==> src/rtl/irq_pm_pkg.sv <==
package irq_pm_pkg;

    localparam logic [3:0] OFF_PEND_HI = 4'h0;
    localparam logic [3:0] OFF_PEND_LO = 4'h4;
    localparam logic [3:0] OFF_MASK_HI = 4'h8;
    localparam logic [3:0] OFF_MASK_LO = 4'hC;

    typedef enum logic {
        BUS_IDLE = 1'b0,
        BUS_RESP = 1'b1
    } bus_state_e;

endpackage

==> src/rtl/irq_pend_sampler.sv <==
module irq_pend_sampler #(
    parameter int NUM_SRC = 64
) (
    input  logic               clk,
    input  logic               rst_n,
    input  logic [NUM_SRC-1:0] src_req,
    output logic [NUM_SRC-1:0] pend_q
);

    // Position 0 is reserved and never latches a request.
    always_ff @(posedge clk or negedge rst_n) begin
        if (!rst_n) begin
            pend_q <= '0;
        end else begin
            pend_q <= {src_req[NUM_SRC-1:1], 1'b0};
        end
    end

endmodule

==> src/rtl/irq_mask_bank.sv <==
module irq_mask_bank #(
    parameter int WORD_W = 32,
    parameter int NWORDS = 2
) (
    input  logic                     clk,
    input  logic                     rst_n,
    input  logic [NWORDS-1:0]        wr_word,
    input  logic [WORD_W-1:0]        wdata,
    output logic [NWORDS*WORD_W-1:0] mask_q
);

    logic block_all;

    // Only the lowest word, written with data bit 0 set, blocks everything.
    assign block_all = wr_word[0] & wdata[0];

    for (genvar g = 0; g < NWORDS; g++) begin : g_word
        always_ff @(posedge clk or negedge rst_n) begin
            if (!rst_n) begin
                mask_q[g*WORD_W +: WORD_W] <= '1;
            end else if (block_all) begin
                mask_q[g*WORD_W +: WORD_W] <= '1;
            end else if (wr_word[g]) begin
                mask_q[g*WORD_W +: WORD_W] <= wdata;
            end
        end
    end

endmodule

==> src/rtl/irq_bus_fsm.sv <==
module irq_bus_fsm
    import irq_pm_pkg::*;
#(
    parameter int WORD_W = 32,
    parameter int ADDR_W = 4
) (
    input  logic                clk,
    input  logic                rst_n,
    input  logic                bus_sel,
    input  logic                bus_wr,
    input  logic [ADDR_W-1:0]   bus_addr,
    input  logic [2*WORD_W-1:0] pend_q,
    input  logic [2*WORD_W-1:0] mask_q,
    output logic [1:0]          wr_word,
    output logic [WORD_W-1:0]   bus_rdata,
    output logic                bus_rvalid
);

    bus_state_e          state_q;
    bus_state_e          state_d;
    logic                rd_req;
    logic [WORD_W-1:0]   rd_mux;
    logic [WORD_W-1:0]   rdata_q;

    assign rd_req = bus_sel & ~bus_wr;

    // Write decode: index 0 = low mask word, index 1 = high mask word.
    always_comb begin
        wr_word = 2'b00;
        if (bus_sel && bus_wr) begin
            unique case (bus_addr)
                OFF_MASK_LO: wr_word = 2'b01;
                OFF_MASK_HI: wr_word = 2'b10;
                default:     wr_word = 2'b00;
            endcase
        end
    end

    always_comb begin
        unique case (bus_addr)
            OFF_PEND_HI: rd_mux = pend_q[2*WORD_W-1:WORD_W];
            OFF_PEND_LO: rd_mux = pend_q[WORD_W-1:0];
            OFF_MASK_HI: rd_mux = mask_q[2*WORD_W-1:WORD_W];
            OFF_MASK_LO: rd_mux = mask_q[WORD_W-1:0];
            default:     rd_mux = '0;
        endcase
    end

    always_comb begin
        unique case (state_q)
            BUS_IDLE: state_d = rd_req ? BUS_RESP : BUS_IDLE;
            BUS_RESP: state_d = rd_req ? BUS_RESP : BUS_IDLE;
            default:  state_d = BUS_IDLE;
        endcase
    end

    // State register.
    always_ff @(posedge clk or negedge rst_n) begin
        if (!rst_n) begin
            state_q <= BUS_IDLE;
        end else begin
            state_q <= state_d;
        end
    end

    // Output register: capture read data when a read is accepted.
    always_ff @(posedge clk or negedge rst_n) begin
        if (!rst_n) begin
            rdata_q <= '0;
        end else if (rd_req) begin
            rdata_q <= rd_mux;
        end else begin
            rdata_q <= '0;
        end
    end

    assign bus_rvalid = (state_q == BUS_RESP);
    assign bus_rdata  = rdata_q;

endmodule

==> src/rtl/irq_pend_mask.sv <==
module irq_pend_mask #(
    parameter int WORD_W = 32,
    parameter int ADDR_W = 4,
    localparam int NUM_SRC = 2 * WORD_W
) (
    input  logic               clk,
    input  logic               rst_n,
    input  logic [NUM_SRC-1:0] src_req,
    input  logic               bus_sel,
    input  logic               bus_wr,
    input  logic [ADDR_W-1:0]  bus_addr,
    input  logic [WORD_W-1:0]  bus_wdata,
    output logic [WORD_W-1:0]  bus_rdata,
    output logic               bus_rvalid,
    output logic [NUM_SRC-1:0] masked_req,
    output logic               irq_any
);

    logic [NUM_SRC-1:0] pend_q;
    logic [NUM_SRC-1:0] mask_q;
    logic [1:0]         wr_word;

    irq_pend_sampler #(.NUM_SRC(NUM_SRC)) u_sampler (
        .clk     (clk),
        .rst_n   (rst_n),
        .src_req (src_req),
        .pend_q  (pend_q)
    );

    irq_mask_bank #(.WORD_W(WORD_W), .NWORDS(2)) u_mask (
        .clk     (clk),
        .rst_n   (rst_n),
        .wr_word (wr_word),
        .wdata   (bus_wdata),
        .mask_q  (mask_q)
    );

    irq_bus_fsm #(.WORD_W(WORD_W), .ADDR_W(ADDR_W)) u_bus (
        .clk        (clk),
        .rst_n      (rst_n),
        .bus_sel    (bus_sel),
        .bus_wr     (bus_wr),
        .bus_addr   (bus_addr),
        .pend_q     (pend_q),
        .mask_q     (mask_q),
        .wr_word    (wr_word),
        .bus_rdata  (bus_rdata),
        .bus_rvalid (bus_rvalid)
    );

    assign masked_req = pend_q & ~mask_q & {{(NUM_SRC-1){1'b1}}, 1'b0};
    assign irq_any    = |masked_req;

endmodule

==> config.mk <==
export PLATFORM = sky130hd
export DESIGN_NAME = irq_pend_mask
export DESIGN_NICKNAME = d
export VERILOG_FILES = /design/src/rtl/irq_pm_pkg.sv /design/src/rtl/irq_pend_sampler.sv /design/src/rtl/irq_mask_bank.sv /design/src/rtl/irq_bus_fsm.sv /design/src/rtl/irq_pend_mask.sv
export SDC_FILE = /design/constraint.sdc
export NUM_CORES = 1
export LEC_CHECK = 0
export BUFFER_PORTS_ARGS = -buffer_cell sky130_fd_sc_hd__buf_2
export CELL_PAD_IN_SITES_DETAIL_PLACEMENT = 1
export CELL_PAD_IN_SITES_GLOBAL_PLACEMENT = 1
export CORE_MARGIN = 5
export CORE_UTILIZATION = 30
export CTS_CLUSTER_DIAMETER = 200
export DETAILED_ROUTE_END_ITERATION = 10
export PLACE_DENSITY = 0.6
export SLEW_MARGIN = 20
export SYNTH_ARGS = -nofsm -noshare
export SYNTH_HDL_FRONTEND = slang
export SYNTH_SLANG_ARGS = --single-unit
==> constraint.sdc <==
create_clock -name clk -period 2.2 [get_ports clk]
set_input_delay 0.22 -clock clk [delete_from_list [all_inputs] [get_ports clk]]
set_output_delay 0.22 -clock clk [all_outputs]
set_load 0.05 [all_outputs]
==> metrics.yaml <==
outcome: "finished, violations left"
violations: "setup timing"
slew_headroom: 0.654
worst_ep_arrival_time_ns: 2.04
finClkSkew_ns: 0.00612
num_vias: 5532
fp.dieArea_mm2: 0.0241
clkSinkCount: 160
avgSynthCellArea_um2: 10.9
finalCriticalPeriod_ns: 2.26
ios: 202
die_h_um: 155
clockBufferDepth: 2
regArea_mm2: 0.00408
cts_tree: "yes"
first_pass_iters: 4
synthCells: 579
reg2reg_setup_slack_ns: 1.16
drv_slew: 0
hpwlAfterDp_um: 15900
clk_pin_slew_ns: 0.06
antenna-diode-count: 0
start_util: 0.302
grt_use_total: 0.196
setup_viol_count_final: 1
critPathLaunch: "u_mask.mask_q[30]"
antenna_found_initial: 1
nFillCells: 2352
vias_per_cell: 4.84
hold_viol: 0
power_leakage_uw: 0.00422
startpoint_type: "flip-flop"
grt_max_degree: 53
final.setup.worst_slack_ns: -0.0621
yosysTopAreaCell: "dfrtp_1"
critical_path_required_ns: 1.98
critPathKind: "reg2out"
synth_seq_cells: 160
rsz0062_at_grt: "yes"
synth_area_leaders: "dfrtp_1 (38%), dfstp_2 (27%), a22oi_1 (7.5%)"
syn_to_final_growth_pct: 45.0
grt_overflow: 0
r2r_end: "u_bus.bus_rdata[7]"
drv_cap: 0
grt_first_pass_wirelength_um: 36200
hold_class: "in2reg"
post-place-ws_ns: -0.00361
critical_path.max_fanout: 3
powerDensity_mw_per_mm2: 955
holdWs_ns: 0.0352
num-nets-final: 959
cts-buffers-inserted: 17
layout-drive-gt1-share: 0.399
drt-wirelength-per-cell_um: 20.5
design.core.area_mm2: 0.0209
worst_pin_slew_ns: 0.519
syn_nets: 683
antenna_left: 0
synth_top_area_share: 0.380
fmax_mhz: 442
finalWeightedCongestion: 0.790
clkLatencyLatePin_ns: 0.42
grt_pass1_vias: 6255
multi_input_area_mm2: 0.00220
rr_worst_depth: 3
rows: 53
synth_area_mm2: 0.00631
drt_iter0_drc: 241
totalWireLength_um: 23400
drc: 0
yosys_warnings: 0
min_period_over_period: 1.03
ys_seq_area_frac: 0.647
endpoint_kind: "primary output"
cp-endpoint: "irq_any"
io_buffers: 199
cts_htree_levels: 4
synth.distinct_cells: 24
vdd_ir_drop_max_uv: 476
die_w_um: 155
cts-root-buf: "clkbuf_16"
r2r-start: "u_mask.mask_q[7]"
==> power by group <==
part	internal (uW)	leakage, uW	switching, uW
clock network	1910	0.000301	1210
logic	569	0.00206	1260
registers	3510	0.00186	274
==> layout by cell type, fill, tap and decap left out <==
master         netlist  routed
nor4_2               1       5
nor3_1               1       1
a22oi_1             63      63
nand2_1             98      97
nor2b_4              0       1
bufinv_16            0       3
nand2_2              0       1
conb_1               1       1
dlygate4sd3_1        0      64
inv_6                0       2
and3_1               1       1
a22o_1               1       1
nor4_4               0       4
clkbuf_16            0      17
and4_1               4       2
and4bb_2             1       1
nor2b_1             64      58
dfstp_2             64      64
nor2b_2              0       5
and4_4               0       2
clkinvlp_4           0       1
nor4_1              15       7
clkbuf_1            26       3
buf_2               10     197
clkbuf_8             0       4
nor2_1              32      32
a21oi_1             32      32
nand3_1             32      31
nor4b_4              1       2
o21ai_0             31      31
clkinv_2             0       2
nand4_1              2       2
dfrtp_1             96      96
nand3_2              1       2
buf_12               0       2
buf_4                1      29
buf_6                0       2
==> kinds of logic (layout without fill, tap and decap cells) <==
family          count (synthesis)  count (layout)  synth area share
compound gates                127             127             0.126
buf+inv                        37             326            0.0246
flops                         160             160             0.647
other cells                     1               1          0.000594
simple gates                  254             254             0.202
==> how the worst min path moves through the flow <==
| stage | start | end | depth (start not counted) |
|---|---|---|---|
| after floorplan | rst_n | u_bus.bus_rdata[0] | 0 |
| final | bus_wdata[12] | u_mask.mask_q[44] | 3 |
| after detailed placement | rst_n | u_sampler.pend_q[62] | 1 |
| after CTS | bus_wdata[31] | u_mask.mask_q[63] | 3 |
| after global placement | rst_n | u_sampler.pend_q[62] | 1 |
| after global routing | bus_wdata[27] | u_mask.mask_q[59] | 3 |
==> layout make-up <==
class / count / area share
clock buffers: 24 / 0.0537
clock inverters: 8 / 0.0137
multi-input cells: 382 / 0.241
flip-flops and latches: 160 / 0.446
well taps: 275 / 0.0376
repair buffers: 294 / 0.208
==> Yosys cell counts, drive strengths merged <==
cell and count:
clkbuf 26, nand3 33, dfrtp 96, nand2 98, buf 11, nand4 2
nor2 32, o21ai 31, nor4b 2, nor3 1, and4 4, conb 1
nor4 16, and3 1, a22o 1, a21oi 32, dfstp 64, and4bb 1
nor2b 64, a22oi 63
==> what timing repair did <==
item | in CTS | in global routing
hold buffers | 64 | 0
endpoints found under the setup margin | 1 | 1
gates resized for setup | 18 | 4
pin swaps | 4 | 2
buffers inserted | 5 | 0
hold endpoints to repair | 90 | 0
==> sequential cells by signal, summed over array words and instances (netlist names) <==
signal            count
u_mask.mask_q        64
u_sampler.pend_q     63
u_bus.bus_rdata      32
u_bus.bus_rvalid      1
==> stage by stage <==
step	instances	util	instance area (um2)	setup TNS (ns)	total power, uW
floorplan	579	-	6310	0	4900
global placement	1042	0.371	7750	-0.0565	5450
global route	1143	0.438	9150	-0.152	9130
detailed placement	1042	0.371	7750	-0.00361	5500
finish	1143	0.438	9150	-0.0621	8740
CTS	1143	0.438	9140	-0.105	8830
==> layer usage <==
metal  part of all wire  global-route usage  wire [um]  vias to the layer above
li1                   -                   -          -                     2551
met1               0.44               0.256      10300                     2802
met2               0.49               0.327      11500                      163
met3              0.061              0.0537       1430                       14
met4             0.0078              0.0395        182                        2
met5            0.00056                   0         13                        -
==> worst max-delay path, stage by stage, from the launching register on <==
cell and delay (ns):
dfstp_2 0.55, nor2b_1 0.06, nor4_1 0.41, and4_1 0.29, nand4_1 0.13, buf_6 0.18
No activity file was read; power rests on OpenSTA's default activity.
